[src/rtl/trap_pkg.sv]
package trap_pkg;

  typedef enum logic [2:0] {
    TK_NONE,
    TK_IRQ,
    TK_BRK,
    TK_HWE,
    TK_MMU
  } trapKind_e;

  // write strobes issued by the control half to the datapath half
  typedef struct packed {
    logic link;
    logic pc;
    logic status;
    logic synd;
    logic fault;
    logic btr;
    logic clr;
  } trapStb_t;

  // status word bit positions (the mode shift depends on these)
  localparam int ST_IE  = 1;
  localparam int ST_BIP = 3;
  localparam int ST_EIP = 9;
  localparam int ST_UM  = 11;
  localparam int ST_UMS = 12;
  localparam int ST_VM  = 13;
  localparam int ST_VMS = 14;

  // syndrome bit positions
  localparam int SY_STORE = 10;
  localparam int SY_DS    = 12;

endpackage

[src/rtl/trap_ctrl.sv]
module trap_ctrl
  import trap_pkg::*;
#(
  parameter int CAUSE_W         = 5,
  parameter int UNALIGNED_CAUSE = 1
) (
  input  logic               clk,
  input  logic               rstN,
  input  logic               irqReq,
  input  logic               brkReq,
  input  logic               hweReq,
  input  logic               mmuReq,
  input  logic               cfgExcEn,
  input  logic               statusIe,
  input  logic               statusEip,
  input  logic               statusBip,
  input  logic               inDelaySlot,
  input  logic               afterImm,
  input  logic [CAUSE_W-1:0] hweCause,
  output trapKind_e          kind,
  output trapStb_t           stb,
  output logic               recursiveHit
);

  logic mmuBusy;
  logic irqOk;
  logic hweOk;
  logic isExc;

  assign irqOk        = irqReq && statusIe && !statusEip && !statusBip && !inDelaySlot && !afterImm;
  assign hweOk        = hweReq && cfgExcEn;
  assign recursiveHit = mmuReq && mmuBusy;

  always_comb begin
    if (recursiveHit)  kind = TK_NONE;
    else if (mmuReq)   kind = TK_MMU;
    else if (hweOk)    kind = TK_HWE;
    else if (brkReq)   kind = TK_BRK;
    else if (irqOk)    kind = TK_IRQ;
    else               kind = TK_NONE;
  end

  assign isExc = (kind == TK_HWE) || (kind == TK_MMU);

  always_comb begin
    stb        = '0;
    stb.link   = (kind != TK_NONE);
    stb.pc     = (kind != TK_NONE);
    stb.status = (kind != TK_NONE);
    stb.clr    = (kind != TK_NONE);
    stb.synd   = isExc;
    stb.btr    = isExc && inDelaySlot;
    stb.fault  = (kind == TK_MMU) ||
                 ((kind == TK_HWE) && (hweCause == CAUSE_W'(UNALIGNED_CAUSE)));
  end

  always_ff @(posedge clk) begin
    if (!rstN) mmuBusy <= 1'b0;
    else       mmuBusy <= (kind == TK_MMU);
  end

  AST_IRQ_GATED: assert property (@(posedge clk) disable iff (!rstN)
    (kind == TK_IRQ) |-> (statusIe && !statusEip && !statusBip && !inDelaySlot && !afterImm));
  AST_MMU_FIRST: assert property (@(posedge clk) disable iff (!rstN)
    (mmuReq && !mmuBusy) |-> (kind == TK_MMU));
  AST_HWE_OFF: assert property (@(posedge clk) disable iff (!rstN)
    !cfgExcEn |-> (kind != TK_HWE));
  AST_NO_MMU_REPEAT: assert property (@(posedge clk) disable iff (!rstN)
    (kind == TK_MMU) |=> (kind != TK_MMU));

endmodule

[src/rtl/trap_datapath.sv]
module trap_datapath
  import trap_pkg::*;
#(
  parameter int XLEN      = 32,
  parameter int CAUSE_W   = 5,
  parameter int IDX_W     = 5,
  parameter int VEC_IRQ   = 'h10,
  parameter int VEC_BRK   = 'h18,
  parameter int VEC_EXC   = 'h20,
  parameter int LINK_IRQ  = 14,
  parameter int LINK_BRK  = 16,
  parameter int LINK_EXC  = 17
) (
  input  logic               clk,
  input  logic               rstN,
  input  trapKind_e          kind,
  input  trapStb_t           stb,
  input  logic               recursiveHit,
  input  logic [XLEN-1:0]    vecBase,
  input  logic [XLEN-1:0]    curPc,
  input  logic [XLEN-1:0]    curStatus,
  input  logic               inDelaySlot,
  input  logic               afterImm,
  input  logic               branchUsedImm,
  input  logic [XLEN-1:0]    branchTarget,
  input  logic [XLEN-1:0]    faultAddrIn,
  input  logic [CAUSE_W-1:0] hweCause,
  input  logic               mmuIsFetch,
  input  logic               mmuIsStore,
  input  logic               mmuIsProt,
  output logic               linkWe,
  output logic [IDX_W-1:0]   linkSel,
  output logic [XLEN-1:0]    linkData,
  output logic               pcWe,
  output logic [XLEN-1:0]    pcNext,
  output logic               statusWe,
  output logic [XLEN-1:0]    statusNext,
  output logic               syndWe,
  output logic [XLEN-1:0]    syndNext,
  output logic               faultAddrWe,
  output logic [XLEN-1:0]    faultAddrOut,
  output logic               btrWe,
  output logic [XLEN-1:0]    btrOut,
  output logic               stateClr,
  output logic               recursiveFault
);

  localparam logic [XLEN-1:0] MODE_LIVE   = (XLEN'(1) << ST_UM)  | (XLEN'(1) << ST_VM);
  localparam logic [XLEN-1:0] MODE_SAVED  = (XLEN'(1) << ST_UMS) | (XLEN'(1) << ST_VMS);

  logic [XLEN-1:0]  retAddr;
  logic [XLEN-1:0]  mmuRet;
  logic [XLEN-1:0]  vecOff;
  logic [IDX_W-1:0] selIdx;
  logic [XLEN-1:0]  stKind;
  logic [XLEN-1:0]  stFinal;
  logic [XLEN-1:0]  synd;
  logic [4:0]       mmuCode;

  // MMU fault return: re-execute the branch, the prefix, or the faulting insn
  always_comb begin
    if (inDelaySlot)   mmuRet = branchUsedImm ? (curPc - XLEN'(8)) : (curPc - XLEN'(4));
    else if (afterImm) mmuRet = curPc - XLEN'(4);
    else               mmuRet = curPc;
  end

  assign mmuCode = 5'd16 + {3'b000, !mmuIsProt, mmuIsFetch};

  always_comb begin
    retAddr = curPc;
    vecOff  = XLEN'(VEC_EXC);
    selIdx  = IDX_W'(LINK_EXC);
    stKind  = curStatus;
    synd    = '0;
    case (kind)
      TK_IRQ: begin
        vecOff         = XLEN'(VEC_IRQ);
        selIdx         = IDX_W'(LINK_IRQ);
        stKind[ST_IE]  = 1'b0;
      end
      TK_BRK: begin
        vecOff         = XLEN'(VEC_BRK);
        selIdx         = IDX_W'(LINK_BRK);
        stKind[ST_BIP] = 1'b1;
      end
      TK_HWE: begin
        retAddr        = curPc + XLEN'(4);
        stKind[ST_EIP] = 1'b1;
        synd           = XLEN'(hweCause);
        synd[SY_DS]    = inDelaySlot;
      end
      TK_MMU: begin
        retAddr        = mmuRet;
        stKind[ST_EIP] = 1'b1;
        synd           = XLEN'(mmuCode);
        synd[SY_STORE] = mmuIsStore && !mmuIsFetch;
        synd[SY_DS]    = inDelaySlot;
      end
      default: ;
    endcase
  end

  // push live mode bits one place up into their saved copies
  assign stFinal = (stKind & ~(MODE_LIVE | MODE_SAVED)) | ((stKind & MODE_LIVE) << 1);

  always_ff @(posedge clk) begin
    if (!rstN) begin
      linkWe         <= 1'b0;
      pcWe           <= 1'b0;
      statusWe       <= 1'b0;
      syndWe         <= 1'b0;
      faultAddrWe    <= 1'b0;
      btrWe          <= 1'b0;
      stateClr       <= 1'b0;
      recursiveFault <= 1'b0;
      linkSel        <= '0;
      linkData       <= '0;
      pcNext         <= '0;
      statusNext     <= '0;
      syndNext       <= '0;
      faultAddrOut   <= '0;
      btrOut         <= '0;
    end else begin
      linkWe         <= stb.link;
      pcWe           <= stb.pc;
      statusWe       <= stb.status;
      syndWe         <= stb.synd;
      faultAddrWe    <= stb.fault;
      btrWe          <= stb.btr;
      stateClr       <= stb.clr;
      recursiveFault <= recursiveHit;
      linkSel        <= selIdx;
      linkData       <= retAddr;
      pcNext         <= vecBase + vecOff;
      statusNext     <= stFinal;
      syndNext       <= synd;
      faultAddrOut   <= faultAddrIn;
      btrOut         <= branchTarget;
    end
  end

  AST_MODE_CLEARED: assert property (@(posedge clk) disable iff (!rstN)
    statusWe |-> (!statusNext[ST_UM] && !statusNext[ST_VM]));
  AST_FAULT_WITH_SYND: assert property (@(posedge clk) disable iff (!rstN)
    faultAddrWe |-> syndWe);
  AST_IRQ_IE_OFF: assert property (@(posedge clk) disable iff (!rstN)
    (linkWe && linkSel == IDX_W'(LINK_IRQ)) |-> !statusNext[ST_IE]);
  AST_RECURSE_QUIET: assert property (@(posedge clk) disable iff (!rstN)
    recursiveFault |-> (!pcWe && !stateClr));
  AST_CLR_WITH_PC: assert property (@(posedge clk) disable iff (!rstN)
    pcWe |-> stateClr);

endmodule

[src/rtl/trap_entry_ctrl.sv]
module trap_entry_ctrl
  import trap_pkg::*;
#(
  parameter int XLEN            = 32,
  parameter int CAUSE_W         = 5,
  parameter int IDX_W           = 5,
  parameter int UNALIGNED_CAUSE = 1
) (
  input  logic               clk,
  input  logic               rstN,
  input  logic               cfgExcEn,
  input  logic [XLEN-1:0]    vecBase,
  input  logic               irqReq,
  input  logic               brkReq,
  input  logic               hweReq,
  input  logic [CAUSE_W-1:0] hweCause,
  input  logic               mmuReq,
  input  logic               mmuIsFetch,
  input  logic               mmuIsStore,
  input  logic               mmuIsProt,
  input  logic [XLEN-1:0]    curPc,
  input  logic [XLEN-1:0]    curStatus,
  input  logic               inDelaySlot,
  input  logic               afterImm,
  input  logic               branchUsedImm,
  input  logic [XLEN-1:0]    branchTarget,
  input  logic [XLEN-1:0]    faultAddrIn,
  output logic               linkWe,
  output logic [IDX_W-1:0]   linkSel,
  output logic [XLEN-1:0]    linkData,
  output logic               pcWe,
  output logic [XLEN-1:0]    pcNext,
  output logic               statusWe,
  output logic [XLEN-1:0]    statusNext,
  output logic               syndWe,
  output logic [XLEN-1:0]    syndNext,
  output logic               faultAddrWe,
  output logic [XLEN-1:0]    faultAddrOut,
  output logic               btrWe,
  output logic [XLEN-1:0]    btrOut,
  output logic               stateClr,
  output logic               recursiveFault
);

  trapKind_e kind;
  trapStb_t  stb;
  logic      recursiveHit;

  trap_ctrl #(
    .CAUSE_W        (CAUSE_W),
    .UNALIGNED_CAUSE(UNALIGNED_CAUSE)
  ) i_ctrl (
    .clk         (clk),
    .rstN        (rstN),
    .irqReq      (irqReq),
    .brkReq      (brkReq),
    .hweReq      (hweReq),
    .mmuReq      (mmuReq),
    .cfgExcEn    (cfgExcEn),
    .statusIe    (curStatus[ST_IE]),
    .statusEip   (curStatus[ST_EIP]),
    .statusBip   (curStatus[ST_BIP]),
    .inDelaySlot (inDelaySlot),
    .afterImm    (afterImm),
    .hweCause    (hweCause),
    .kind        (kind),
    .stb         (stb),
    .recursiveHit(recursiveHit)
  );

  trap_datapath #(
    .XLEN   (XLEN),
    .CAUSE_W(CAUSE_W),
    .IDX_W  (IDX_W)
  ) i_dp (
    .clk           (clk),
    .rstN          (rstN),
    .kind          (kind),
    .stb           (stb),
    .recursiveHit  (recursiveHit),
    .vecBase       (vecBase),
    .curPc         (curPc),
    .curStatus     (curStatus),
    .inDelaySlot   (inDelaySlot),
    .afterImm      (afterImm),
    .branchUsedImm (branchUsedImm),
    .branchTarget  (branchTarget),
    .faultAddrIn   (faultAddrIn),
    .hweCause      (hweCause),
    .mmuIsFetch    (mmuIsFetch),
    .mmuIsStore    (mmuIsStore),
    .mmuIsProt     (mmuIsProt),
    .linkWe        (linkWe),
    .linkSel       (linkSel),
    .linkData      (linkData),
    .pcWe          (pcWe),
    .pcNext        (pcNext),
    .statusWe      (statusWe),
    .statusNext    (statusNext),
    .syndWe        (syndWe),
    .syndNext      (syndNext),
    .faultAddrWe   (faultAddrWe),
    .faultAddrOut  (faultAddrOut),
    .btrWe         (btrWe),
    .btrOut        (btrOut),
    .stateClr      (stateClr),
    .recursiveFault(recursiveFault)
  );

endmodule

[config.mk]
export PLATFORM = sky130hd
export DESIGN_NAME = trap_entry_ctrl
export DESIGN_NICKNAME = d
export VERILOG_FILES = /design/src/rtl/trap_pkg.sv /design/src/rtl/trap_ctrl.sv /design/src/rtl/trap_datapath.sv /design/src/rtl/trap_entry_ctrl.sv
export SDC_FILE = /design/constraint.sdc
export NUM_CORES = 1
export LEC_CHECK = 0
export ABC_AREA = 1
export BUFFER_PORTS_ARGS = -buffer_cell sky130_fd_sc_hd__buf_2
export CORE_AREA = 2 2 147 149
export DETAILED_ROUTE_END_ITERATION = 16
export DIE_AREA = 0 0 149 151
export PLACE_DENSITY_LB_ADDON = 0.1
export SYNTH_ARGS = -nofsm -noshare
export SYNTH_HDL_FRONTEND = slang
export SYNTH_SLANG_ARGS = --single-unit
[constraint.sdc]
create_clock -name clk -period 5.4 [get_ports clk]
set_input_delay 1.62 -clock clk [delete_from_list [all_inputs] [get_ports clk]]
set_output_delay 1.62 -clock clk [all_outputs]
set_load 0.01 [all_outputs]
==> impl_metrics.tcl <==
set metrics [dict create \
    outcome "finished clean" \
    gp_congestion 0.982 \
    cts.sinks 174 \
    synth_area_mm2 0.00902 \
    fin_nets 1856 \
    synth_xor_area_share_pct 1.84 \
    synthMuxAreaShare_pct 0 \
    yosysMostFrequentCell "nand2_1" \
    required_ns 5.72 \
    die_y_um 151 \
    clock-root-buffer "clkbuf_16" \
    pwr-share-clk_pct 39.8 \
    vias 9635 \
    dpl-instance-area_mm2 0.0108 \
    max_cap_violations 0 \
    switching_share_pct 30.4 \
    crit_fanout 6 \
    synth_edf_count 0 \
    wirelength_um 32700 \
    start_kind "primary input" \
    synth_area_per_cell_um2 6.69 \
    end_kind "flip-flop" \
    period_needed_ns 3.99 \
    synth_warnings 0 \
    drc 0 \
    p_sw_w 0.000968 \
    ys_types 48 \
    final_antenna_net_count 0 \
    cts.clk_slew.worst_paths_ns 0.08 \
    synth_sequential_area_ratio_pct 38.6 \
    cp_top_family "simple AND/OR/NAND/NOR gates" \
    first_global_vias 8613 \
    cts_setup_buffers 0 \
    dp_cells 1925 \
    max_slew_margin_pct 52.1 \
    area.growth.synth_to_final_pct 26.3 \
    fin_tns_setup_ns 0 \
    power_density_mw_per_mm2 279 \
    min_path_type "reg2reg" \
    clock_skew_ns 0.00863 \
    final_area_mm2 0.0114 \
    p_int_w 0.00221 \
    drv_slew 0 \
    rsz0062_at_grt "no" \
    netlist.area_leader.share_pct 38.6 \
    insertion_delay_ns 0.42 \
    grt_pass1_wl_um 47900 \
    synthFlopType "dfxtp_1" \
    viasPerCell 4.92 \
    cpMostUsedCell "nand2_1" \
    p_leak_nw 6.40 \
    period_share_pct 73.8 \
    instances_no_fill 1959 \
    die-area_mm2 0.0225 \
    dp_hpwl_um 25400 \
    synth_top_family_by_area "simple AND/OR/NAND/NOR gates" \
    yosys.area.top_type "dfxtp_1" \
    die_w_um 149 \
    cp.arrival_ns 4.31 \
    peakVddDrop_v 0.000190 \
    synth_compound_area_share_pct 9.71 \
    n_fill_cell 2141 \
    cts-buffers-inserted 17 \
    cpMaxStageDelayCell "fa_1" \
    clockBufferDepth 2 \
    synthCells 1348 \
    report.final.hold_viol_count 0 \
    grt_max_degree 76 \
    crit_type "in2reg" \
    ys_top_cells_by_area "dfxtp_1 (39%), nand2_1 (15%), inv_1 (9.2%)" \
    drt-initial-drc-count 872 \
    start_util_pct 43.3 \
    drive_gt1_share_pct 26.5 \
    ctsResizeCount 0 \
    synth_commonest_cells "nand2_1 (353), inv_1 (220), dfxtp_1 (174)" \
    synth-seq-cells 174 \
    worst_pin_slew_ns 0.718 \
    io_buffers 353 \
    cpPeakStageDelay_ns 0.39 \
    path_buf_inv 4 \
    core_region_area_mm2 0.0208 \
    p_seq_share_pct 43.4 \
    antenna_found_initial 1 \
    timing.final.ws_setup_ns 1.41 \
    yosys.area_share.simple_pct 33.3 \
    first_pass_iters 6 \
    grt_use_total_pct 27.7 \
    path_cells "buf_2 -> nand2_1 -> a21oi_1 -> nand2_1 -> inv_1 -> ha_1 -> inv_1 -> fa_1 -> inv_1 -> nand2_1 -> nand2_1 -> nand2_1 -> nor3_2 -> nand2_1 -> nor2_1 -> nand2_1 -> o21ai_0 -> a21oi_1" \
    gr-total-overflow 0 \
    io_pins 383 \
    place_ws_ns 0.955 \
    power_frac_comb_pct 16.8 \
    async_flop_share_pct 0 \
    num_rows 53 \
    tritoncts "built" \
    synth_fa_ha_area_share_pct 1.33 \
    hold_buffers 0 \
    fmax_mhz 251 \
    htreeDepth 4 \
    avgRoutedWirePerCell_um 16.7 \
    setup_viol 0 \
]
[logic make-up (layout without fill, tap and decap cells)]
logic type               count (synthesis)  in the layout
adder cells (fa/ha/maj)                  9              9
AND/OR/NAND/NOR                        676            676
buffers and inverters                  312            620
flip-flops                             174            174
other                                    1             29
AO/OA/AOI/OAI                          157            157
XOR/XNOR                                19             19
[tightest hold or removal path, delay by kind of cell, from the launching register on]
kind | cells | cell delay, ns
flip-flops | 1 | 0.32
AND/OR/NAND/NOR | 2 | 0.09
[power by group through the flow]
stage	Clock, W	Combinational (W)	Sequential, W
floorplan	0	0.000266	0.00145
global placement	0	0.000527	0.00141
detailed placement	0	0.000529	0.00141
CTS	0.00129	0.000531	0.00138
global route	0.00134	0.000589	0.00139
finish	0.00127	0.000534	0.00138
[worst paths after layout]
path / cells after the start / start / to / slack [ns]
setup / recovery: 18 / hweReq / i_dp.pcNext[29] / 1.41
hold / removal: 2 / i_ctrl.mmuBusy / i_dp.recursiveFault / 0.45
setup reg to reg: 7 / i_ctrl.mmuBusy / i_dp.linkData[14] / 3.20
hold reg to reg: 2 / i_ctrl.mmuBusy / i_dp.recursiveFault / 0.45
[cells in the final DEF, fill, tap and decap left out, drive strengths merged, types with 2 or more instances in the layout]
cell type and n:
a31oi 12, clkinv 9, dfxtp 174, xnor2 2, o2111ai 4, nor4 7, nand4 25, inv 232
nor3 33, clkinvlp 2, nor2 128, nand2 362, xor2 17, o21ai 61, conb 27, clkbuf 17
a21oi 60, o211ai 12, ha 8, diode 2, nand3 106, buf 359, or2 13, o22ai 3
[cell type report]
| type | count | area, µm² | area share, % |
|---|---|---|---|
| clock buffer | 17 | 425 | 3.74 |
| timing repair buffer | 359 | 1810 | 15.9 |
| antenna | 2 | 5.00 | 0.0439 |
| tap | 275 | 344 | 3.02 |
| sequential | 174 | 3480 | 30.6 |
| multi-input combinational | 888 | 4260 | 37.4 |
| clock inverter | 15 | 190 | 1.67 |
| inverter | 229 | 863 | 7.58 |
[stage by stage]
stage / hold WS [ns] / utilization, % / power (W)
floorplan: 0.428 / - / 0.00172
global placement: 0.444 / 51.7 / 0.00194
detailed placement: 0.446 / 51.7 / 0.00194
CTS: 0.457 / 54.7 / 0.00321
global route: 0.481 / 54.7 / 0.00332
finish: 0.454 / 54.7 / 0.00318
[per-layer routing]
layer  vias to the layer above  part of all wire [%]  GRT usage (%)
li1                       4806                     -              -
met1                      4318                    39           33.5
met2                       452                    50           48.8
met3                        59                   8.1           4.97
met4                         0                   3.1           10.5
met5                         -                     0              0
[state kept, by name, indices dropped and copies added (netlist names), 3 cells and up]
name and cells:
i_dp.linkData 32, i_dp.syndNext 7, i_dp.statusNext 30, i_dp.faultAddrOut 32
i_dp.linkSel 3, i_dp.pcNext 32, i_dp.btrOut 32
Power figures use the tool's default switching activity.
